[config.mk]
export PLATFORM = sky130hd
export DESIGN_NAME = dmx_sample_split
export DESIGN_NICKNAME = d
export VERILOG_FILES = /design/src/rtl/dmx_pkg.sv /design/src/rtl/dmx_pipe.sv /design/src/rtl/dmx_phase.sv /design/src/rtl/dmx_outreg.sv /design/src/rtl/dmx_sample_split.sv
export SDC_FILE = /design/constraint.sdc
export NUM_CORES = 1
export LEC_CHECK = 0
export ABC_AREA = 1
export BUFFER_PORTS_ARGS = -buffer_cell sky130_fd_sc_hd__buf_2
export CORE_MARGIN = 4
export CORE_UTILIZATION = 54
export DETAILED_ROUTE_END_ITERATION = 12
export GPL_ROUTABILITY_DRIVEN = 0
export PLACE_DENSITY_LB_ADDON = 0.2
export SYNTH_ARGS = -nofsm -noshare
export SYNTH_HDL_FRONTEND = slang
export SYNTH_HIERARCHICAL = 1
export SYNTH_SLANG_ARGS = --single-unit
[constraint.sdc]
create_clock -name clk -period 1.15 [get_ports clk]
set_input_delay 0.115 -clock clk [delete_from_list [all_inputs] [get_ports clk]]
set_output_delay 0.115 -clock clk [all_outputs]
set_load 0.03 [all_outputs]
[src/rtl/dmx_pkg.sv]
`timescale 1ns/1ps
package dmx_pkg;

   // Phase of the half-rate toggle: ports load while in PH_LOAD.
   typedef enum logic {
      PH_LOAD = 1'b0,
      PH_IDLE = 1'b1
   } dmx_phase_e;

   // First update edge at which port 1 carries a post-reset sample.
   function automatic int fill_edge(input int depth);
      return ((depth % 2) == 0) ? depth + 1 : depth + 2;
   endfunction

endpackage

[src/rtl/dmx_pipe.sv]
`timescale 1ns/1ps
module dmx_pipe #(
   parameter int W     = 6,
   parameter int DEPTH = 4
) (
   input  logic         clk,
   input  logic         rst,
   input  logic [W-1:0] din,
   output logic [W-1:0] older_o,
   output logic [W-1:0] newer_o
);

   logic [W-1:0] stg [DEPTH];

   always_ff @(posedge clk) begin
      if (rst) begin
         for (int k = 0; k < DEPTH; k++) stg[k] <= '0;
      end else begin
         stg[0] <= din;
         for (int k = 1; k < DEPTH; k++) stg[k] <= stg[k-1];
      end
   end

   assign older_o = stg[DEPTH-1];
   assign newer_o = stg[DEPTH-2];

   generate
      if (W < 1) begin : g_bad_w
         $error("dmx_pipe: W must be at least 1");
      end
      if (DEPTH < 2) begin : g_bad_depth
         $error("dmx_pipe: DEPTH must be at least 2");
      end
      for (genvar k = 1; k < DEPTH; k++) begin : g_chk
         // every stage takes the previous stage's value one clock later
         p_stage_shift_r3: assert property (@(posedge clk) disable iff (rst)
            1'b1 |=> stg[k] == $past(stg[k-1]));
      end
   endgenerate

endmodule

[src/rtl/dmx_phase.sv]
`timescale 1ns/1ps
module dmx_phase
   import dmx_pkg::*;
#(
   parameter int FILL_LOADS = 3
) (
   input  logic clk,
   input  logic rst,
   output logic ld_o,
   output logic strobe_o,
   output logic valid_o
);

   localparam int CW = $clog2(FILL_LOADS + 1);

   dmx_phase_e    ph;
   logic          strobe_q;
   logic          valid_q;
   logic [CW-1:0] cnt;

   always_ff @(posedge clk) begin
      if (rst) ph <= PH_LOAD;
      else     ph <= (ph == PH_LOAD) ? PH_IDLE : PH_LOAD;
   end

   assign ld_o = (ph == PH_LOAD) && !rst;

   always_ff @(posedge clk) begin
      if (rst) strobe_q <= 1'b0;
      else     strobe_q <= ld_o;
   end

   always_ff @(posedge clk) begin
      if (rst) begin
         cnt     <= '0;
         valid_q <= 1'b0;
      end else if (ld_o && !valid_q) begin
         if (cnt == CW'(FILL_LOADS - 1)) valid_q <= 1'b1;
         else                            cnt     <= cnt + 1'b1;
      end
   end

   assign strobe_o = strobe_q;
   assign valid_o  = valid_q;

   generate
      if (FILL_LOADS < 1) begin : g_bad_fill
         $error("dmx_phase: FILL_LOADS must be at least 1");
      end
   endgenerate

   // a strobe cycle is always followed by a quiet cycle
   p_strobe_single_r2: assert property (@(posedge clk) disable iff (rst)
      strobe_q |=> !strobe_q);
   // a quiet cycle is always followed by a strobe cycle
   p_strobe_gap_r2: assert property (@(posedge clk) disable iff (rst)
      !strobe_q |=> strobe_q);
   // valid never drops without reset
   p_valid_sticky_r8: assert property (@(posedge clk) disable iff (rst)
      valid_q |=> valid_q);
   // valid rises only together with an update
   p_valid_on_update_r8: assert property (@(posedge clk) disable iff (rst)
      $rose(valid_q) |-> strobe_q);

endmodule

[src/rtl/dmx_outreg.sv]
`timescale 1ns/1ps
module dmx_outreg #(
   parameter int W = 6
) (
   input  logic         clk,
   input  logic         rst,
   input  logic         ld_i,
   input  logic         inv_i,
   input  logic [W-1:0] older_i,
   input  logic [W-1:0] newer_i,
   output logic [W-1:0] p1_o,
   output logic [W-1:0] p2_o
);

   logic [W-1:0] mask;
   logic [W-1:0] p1_q, p2_q;

   generate
      for (genvar b = 0; b < W; b++) begin : g_mask
         assign mask[b] = inv_i;
      end
   endgenerate

   always_ff @(posedge clk) begin
      if (rst) begin
         p1_q <= '0;
         p2_q <= '0;
      end else if (ld_i) begin
         p1_q <= older_i ^ mask;
         p2_q <= newer_i ^ mask;
      end
   end

   assign p1_o = p1_q;
   assign p2_o = p2_q;

   // without a load both ports keep their value
   p_hold_between_r5: assert property (@(posedge clk) disable iff (rst)
      !ld_i |=> $stable(p1_q) && $stable(p2_q));
   // with the polarity control high the loaded port is the complement
   p_complement_r6: assert property (@(posedge clk) disable iff (rst)
      (ld_i && inv_i) |=> (p1_q ^ $past(older_i)) == {W{1'b1}});

endmodule

[src/rtl/dmx_sample_split.sv]
`timescale 1ns/1ps
module dmx_sample_split
   import dmx_pkg::*;
#(
   parameter int SAMPLE_W   = 6,
   parameter int PIPE_DEPTH = 4
) (
   input  logic                clk,
   input  logic                rst,
   input  logic [SAMPLE_W-1:0] sample_i,
   input  logic                invert_i,
   output logic [SAMPLE_W-1:0] port1_o,
   output logic [SAMPLE_W-1:0] port2_o,
   output logic                strobe_o,
   output logic                valid_o
);

   localparam int FILL_EDGE  = fill_edge(PIPE_DEPTH);
   localparam int FILL_LOADS = (FILL_EDGE + 1) / 2;

   logic [SAMPLE_W-1:0] older, newer;
   logic                ld;

   dmx_pipe #(.W(SAMPLE_W), .DEPTH(PIPE_DEPTH)) u_pipe (
      .clk     (clk),
      .rst     (rst),
      .din     (sample_i),
      .older_o (older),
      .newer_o (newer)
   );

   dmx_phase #(.FILL_LOADS(FILL_LOADS)) u_phase (
      .clk      (clk),
      .rst      (rst),
      .ld_o     (ld),
      .strobe_o (strobe_o),
      .valid_o  (valid_o)
   );

   dmx_outreg #(.W(SAMPLE_W)) u_out (
      .clk     (clk),
      .rst     (rst),
      .ld_i    (ld),
      .inv_i   (invert_i),
      .older_i (older),
      .newer_i (newer),
      .p1_o    (port1_o),
      .p2_o    (port2_o)
   );

   // the cycle after a reset edge shows cleared ports and flags
   p_reset_clear_r1: assert property (@(posedge clk)
      rst |=> (port1_o == '0) && (port2_o == '0) && !strobe_o && !valid_o);
   // port contents move only in a strobe cycle
   p_change_with_strobe_r2: assert property (@(posedge clk) disable iff (rst)
      !strobe_o |-> $stable(port1_o) || $past(rst));

endmodule

== Word-level counts from Yosys, hierarchy flattened ==
Memories as Yosys holds them, arrays and structs flattened.
Cells that the tools add are included.
Widths: inputs -> output; s select.
Storage, ports and cells
  register bits: 17
  bits in latches: 0
  RAM bits: 24
  memory bits (read-only): 0
  input port bits: 9
  output and inout port bits: 14
  memories kept: 1
Operators by class
  add/sub/neg operators: 1
  multipliers: 0
  divide/modulo/power cells: 0
  magnitude comparators: 0
  equal/unequal tests: 1
  shift-type cells: 0
  mux-type cells: 8
  bitwise gates (word level): 8
  reduce and logical (&&, ||, !) cells: 6
Memory list
  u_pipe.stg: depth 4, width 6, rd ports 4, clocked after memory_dff 0, wr ports 4, line dmx_pipe.sv:13  | logic [W-1:0] stg [DEPTH];
Operators by type and width (count)
  $mux 6: 4
  $xor 6x6->6: 2
  $mux 1: 4
  $or 1x1->1: 4
  $reduce_and 2->1: 2
  $add 2x1->2 const B: 1
  $eq 2x2->1 const B: 1
  $logic_and 1x1->1: 2
  $logic_not 1->1: 2
  $not 1->1: 2

== Longest topological paths before layout ==
Gate-level depths: netlist of the first run.
  depth in word-level cells: 4
  gate-level depth with buffers: 6
  gate-level depth less buffers: 6

== Modules after synthesis ==
The synthesis of the first run kept the hierarchy.
By module, submodules not included
  dmx_pipe: times used 1, cells an instance 74, area an instance 683.2 µm²
  dmx_outreg: times used 1, cells an instance 114, area an instance 655.6 µm²
  dmx_phase: times used 1, cells an instance 22, area an instance 186.4 µm²

== Least setup slack after synthesis of the first run ==
Ideal clock, no wire load.
  kind: register to register
  start point: register u_phase.cnt[0]
  end point: register u_phase.cnt[0]
  library setup time: 0.115 ns
  arrival time: 0.908 ns
  slack: 0.127 ns
  cell stages (with the launch flop): 7
  path through: dfxtp_1 > inv_1 > ha_1 > nor2_1 > nand3_1 > nand2_1 > nor2_1
Between the ends
  cells in the longest elaborated chain, start to end: 3
  elaborated cells between the ends (all ways): 4
RTL lines
  from (decl): line dmx_phase.sv:19  | logic [CW-1:0] cnt;
  from (signal assigned): line dmx_phase.sv:39  | else cnt <= cnt + 1'b1;
  $eq 2x2->1: line dmx_phase.sv:38  | if (cnt == CW'(FILL_LOADS - 1)) valid_q <= 1'b1;
  $not 1->1 (no source line)
  $reduce_and 2->1 (no source line)
Parallel ways exist; a longest one is shown, timed or not.
A chain may end at the register's enable or synchronous reset.

== Worst setup path after layout of the first run ==
  start point: register u_phase.valid_q (netlist: u_phase/valid_o)
  end point: output port valid_o
RTL lines
  from (decl): line dmx_phase.sv:18  | logic valid_q;
  from (signal assigned): line dmx_phase.sv:36  | valid_q <= 1'b0;
  from (signal assigned): line dmx_phase.sv:38
  to (decl): line dmx_sample_split.sv:15  | output logic valid_o
No word-level cell between the ends.

==> results_dict.tcl, run 1 <==
set metrics [dict create \
    max_stage_delay_ps 400 \
    post_cts_buffers 0 \
    finalHoldViolations 0 \
    hp-start "rst" \
    grt_pass1_wl_um 4080 \
    slowest_stage "dfxtp_1" \
    syn-num-nets 220 \
    critPathBufInv 1 \
    vias 1164 \
    hold_path_end "u_out/p1_o[5]" \
    status "finished clean" \
    dieWidth_um 61.1 \
    worst_pin_slew_ps 384 \
    p_leak_nw 0.913 \
    path_clk_slew_ps 110 \
    r2r_setup_slack_ps 90 \
    finalWirelength_um 2360 \
    maxCapViolations 0 \
    netlist_area_mm2 0.00153 \
    pwr-share-clk_pct 24.5 \
    p_switching_mw 0.664 \
    rows 19 \
    slew_headroom_pct 74.4 \
    skew_ps 6.88 \
    p_total_mw 2.51 \
    post_drt_wl_per_cell_um 8.69 \
    max_freq_mhz 930 \
    start_kind "flop" \
    cp.required_ps 1030 \
    cp.arrival_ps 960 \
    grt_pass1_vias 971 \
    antenna_found_initial 0 \
    synth_cells 210 \
    clkLatencyLatePin_ps 330 \
    ioPinCount 23 \
    via_per_inst 4.30 \
    start_util_pct 55.8 \
    vdd_ir_drop_max_uv 1080 \
    die_area_mm2 0.00374 \
    post-route-drc-count 0 \
    worst_slack_ps 74.4 \
    finalSetupViolations 0 \
    die_h_um 61.1 \
    coreArea_mm2 0.00273 \
    worst_r2r_endpoint "u_phase/cnt[1]" \
    path_delay_family "flip-flops" \
    min_period_over_period_pct 93.5 \
    syn_area_per_cell_um2 7.26 \
    finalInstanceArea_mm2 0.00176 \
    p_sw_share_pct 26.5 \
    dp_cells 259 \
    cp_max_fo 3 \
    drive_gt1_share_pct 13.8 \
    yosys_warnings 6 \
    setup_tns_ps 0 \
    yosys-top-cells-area "dfxtp_1, nor2_1, inv_1" \
    synth_top_area_cell "dfxtp_1" \
    holdWs_ps 133 \
    power_density_mw_per_mm2 1420 \
    p_int_mw 1.84 \
    placed_cell_area_mm2 0.00165 \
    worstSetupPathType "flop to primary output" \
    path_cells "buf_2" \
    cp-end-kind "primary output" \
    p_seq_share_pct 61.1 \
    fillers 247 \
    place_ws_ps 4.44 \
    holdCritPathClass "input pin to flop" \
    first_pass_iters 4 \
    synth_seq_cells 41 \
    hold_path_depth 5 \
    rsz0062_at_grt "false" \
    cts_tree "done" \
    comb_power_share_pct 14.5 \
    clk_path_buf_depth 2 \
    ys_seq_area_share_pct 53.8 \
    fin_crit_ps 1080 \
    fin_nets 251 \
    clock-sinks 41 \
    synth_top_area_share_pct 53.8 \
    syn_to_final_growth_pct 15.4 \
    cts_made_buffers 5 \
    slew_viol_final 0 \
    r2r-start "u_phase/cnt[0]" \
    ant_nets 0 \
    antennaDiodeCount 0 \
    grt_remaining_overflow 0 \
    synthDistinctLibCells 11 \
    r2r_cells 6 \
    cts_max_level 2 \
    post-route-util_pct 64.4 \
    cts-root-buf "clkbuf_4" \
    portBuffers 22 \
    grt_start_max_net_pins 41 \
    initialDrtViolationCount 51 \
    stdcell_count 271 \
    hpwl_um 1470 \
    grt.total_usage_pct 15.0 \
]
## worst max path at each step
| stage | start | to | cells past startpoint |
|---|---|---|---|
| 2_1_floorplan | u_phase/cnt[0] | u_phase/cnt[0] | 6 |
| 3_3_place_gp | u_phase/cnt[0] | u_phase/cnt[0] | 6 |
| 3_5_place_dp | u_phase/cnt[0] | u_phase/cnt[1] | 6 |
| 4_1_cts | u_phase/cnt[0] | u_phase/cnt[1] | 6 |
| 5_1_grt | u_phase/valid_o | valid_o | 1 |
| 6_report | u_phase/valid_o | valid_o | 1 |
## cell type report
type	count	area (µm²)	share of cell area [%]
multi-input cells	111	462	26.2
clock buffers	5	37.5	2.13
flip-flops and latches	41	821	46.6
well taps	31	38.8	2.20
inverters	51	191	10.9
repair buffers	31	205	11.7
clock inverters	1	5.00	0.284
## cell usage in the layout (no fill, tap or decap), drive strengths merged
cell type    netlist  layout
dfxtp             41      41
inv               51      51
buf                7      25
a21oi              3       3
nor2              55      55
nand2             38      38
dlygate4sd3        0       6
clkbuf             0       5
clkinv             0       1
nand3             14      14
ha                 1       1
## metal layers
| metal | vias to the layer above | wire length [µm] | global-route usage, % |
|---|---|---|---|
| met3 | 4 | 155 | 7.13 |
| li1 | 653 | - | - |
| met2 | 26 | 1040 | 22.4 |
| met5 | - | 0 | 0 |
| met1 | 481 | 1120 | 18.3 |
| met4 | 0 | 34 | 6.50 |
## cell families (layout without fill, tap and decap cells)
group           Yosys count  after routing  synth area share (%)
compound gates            3              3                 0.984
fa+ha+maj                 1              1                 0.820
simple gates            107            107                  28.0
flops                    41             41                  53.8
buf+inv                  58             88                  16.4
## power groups by stage
| stage | Clock, mW | Combinational, mW | Sequential (mW) |
|---|---|---|---|
| 2_1_floorplan | 0 | 0.185 | 1.63 |
| 3_3_place_gp | 0 | 0.340 | 1.56 |
| 3_5_place_dp | 0 | 0.345 | 1.56 |
| 4_1_cts | 0.650 | 0.363 | 1.53 |
| 5_1_grt | 0.727 | 0.413 | 1.54 |
| 6_report | 0.613 | 0.363 | 1.53 |
## cells in the mapped netlist
library cell and count:
a21oi_1 3, buf_2 2, buf_4 2, buf_6 3, dfxtp_1 41, ha_1 1
inv_1 51, nand2_1 38, nand3_1 14, nor2_1 54, nor2_4 1
## flip-flops by register name (all words and copies together), names as in the netlist
signal	cells
u_phase/ph	1
u_pipe/stg	24
u_out/p1_o	6
u_phase/valid_o	1
u_phase/strobe_o	1
u_phase/cnt	2
u_out/p2_o	6
## repair_timing
action / 4_1_cts / 5_1_grt
pin swaps: 0 / 1
hold buffers: 6 / 0
gates resized for setup: 1 / 1
setup endpoints to repair: 1 / 3
endpoints found under the hold margin: 6 / 0
No activity file was read; power rests on OpenSTA's default activity.
==> run 2: changes to the inputs <==
GPL_ROUTABILITY_DRIVEN = 1   (was 0)
PLACE_DENSITY = 0.75   (was not set)
PLACE_DENSITY_LB_ADDON = not set   (was 0.2)
==> results_dict.tcl, run 2 (synthesized netlist as in run 1, its figures left out) <==
set metrics [dict create \
    grt.total_usage_pct 14.4 \
    placed_cell_area_mm2 0.00166 \
    slew_viol_final 0 \
    worst_slack_ps 113 \
    initialDrtViolationCount 53 \
    skew_ps 5.28 \
    antenna_found_initial 0 \
    ant_nets 0 \
    cts_tree "done" \
    hpwl_um 1500 \
    portBuffers 22 \
    grt_pass1_wl_um 3910 \
    clk_path_buf_depth 2 \
    post_drt_wl_per_cell_um 8.66 \
    ioPinCount 23 \
    finalSetupViolations 0 \
    clock-sinks 41 \
    cts-root-buf "clkbuf_4" \
    p_leak_nw 0.926 \
    rsz0062_at_grt "false" \
    slew_headroom_pct 76.4 \
    fillers 252 \
    cp.required_ps 1380 \
    vdd_ir_drop_max_uv 1250 \
    grt_remaining_overflow 0 \
    max_freq_mhz 965 \
    post-route-drc-count 0 \
    fin_nets 250 \
    post_cts_buffers 0 \
    cp_max_fo 4 \
    coreArea_mm2 0.00273 \
    clkLatencyLatePin_ps 330 \
    holdCritPathClass "input pin to flop" \
    rows 19 \
    start_util_pct 55.8 \
    antennaDiodeCount 0 \
    finalWirelength_um 2360 \
    maxCapViolations 0 \
    grt_pass1_vias 968 \
    first_pass_iters 4 \
    largest_reg_flops 24 \
    die_area_mm2 0.00374 \
    drive_gt1_share_pct 14.5 \
    dieWidth_um 61.1 \
    layout_commonest_cell "nor2_1" \
    cp-end-kind "flop" \
    path_clk_slew_ps 110 \
    place_ws_ps 57.2 \
    via_per_inst 4.35 \
    die_h_um 61.1 \
    status "finished clean" \
    fin_crit_ps 1040 \
    syn_to_final_growth_pct 17.3 \
    worst_pin_slew_ps 354 \
    cts_made_buffers 5 \
    finalHoldViolations 0 \
    finalInstanceArea_mm2 0.00179 \
    top_register "u_pipe/stg" \
    setup_tns_ps 0 \
    min_period_over_period_pct 90.1 \
    vias 1184 \
    worstSetupPathType "flop to flop" \
    gp_congestion 0.696 \
    grt_start_max_net_pins 34 \
    power_density_mw_per_mm2 1500 \
    cts_max_level 2 \
    holdWs_ps 102 \
    final_cell_mix "nor2_1, inv_1, dfxtp_1, nand2_1, buf_2" \
    cp.arrival_ps 1270 \
    start_kind "flop" \
]
run 2: changes by cell type in the layout (fill, tap and decap cells not counted):
cell      change
buf_12        +1
buf_4         -2
clkbuf_8      +2
dfxtp_1       -1
dfxtp_2       +1
nor2_2        +1
nor2_4        -1
run 2: final timing paths:
check / startpoint / endpoint / slack, ps / depth (start not counted)
worst min register to register: u_pipe/stg[0][4] / u_pipe/stg[1][4] / 410 / 2
worst max register to register: u_phase/cnt[0] / u_phase/cnt[0] / 110 / 6
worst min-delay path: rst / u_phase/valid_o / 100 / 2
worst max-delay path: u_phase/cnt[0] / u_phase/cnt[0] / 110 / 6
run 2: report_power, final:
group | switching, mW | internal (mW) | leakage [nW]
clock | 0.431 | 0.355 | 0.0413
sequential | 0.0339 | 1.50 | 0.338
combinational | 0.228 | 0.136 | 0.547
run 2: final cells by class:
cell class	instances	area (µm²)	share of cell area, %
Sequential cell	41	822	45.9
Multi-Input combinational cell	111	457	25.5
Timing Repair Buffer	30	210	11.7
Inverter	51	191	10.7
Clock buffer	7	65.1	3.64
Tap cell	31	38.8	2.17
Clock inverter	1	5.00	0.280
run 2: layer usage:
layer  routed length [µm]  track usage (%)  up-vias
li1                     -                -      652
met1                 1060             17.5      506
met2                 1140             21.8       22
met3                  121             7.13        4
met4                   34             5.57        0
met5                    0                0        -
run 2: repair_timing:
item	CTS	global route
setup endpoints to repair	0	2
resized for setup	0	2
hold endpoints to repair	6	0
hold buffers	6	0
run 2: worst max-delay path: stages (launching register included):
cell	delay (ps)
dfxtp_2	350
inv_1	50
ha_1	210
nor2_2	140
nand3_1	90
nand2_1	60
nor2_1	40
run 2: through the flow:
stage               cells  utilization [%]  power [mW]
finish                272             65.4        2.68
global route          272             65.4        2.84
detailed placement    258             60.5        1.91
floorplan             210                -        1.82
CTS                   272             65.3        2.70
global placement      258             60.5        1.90
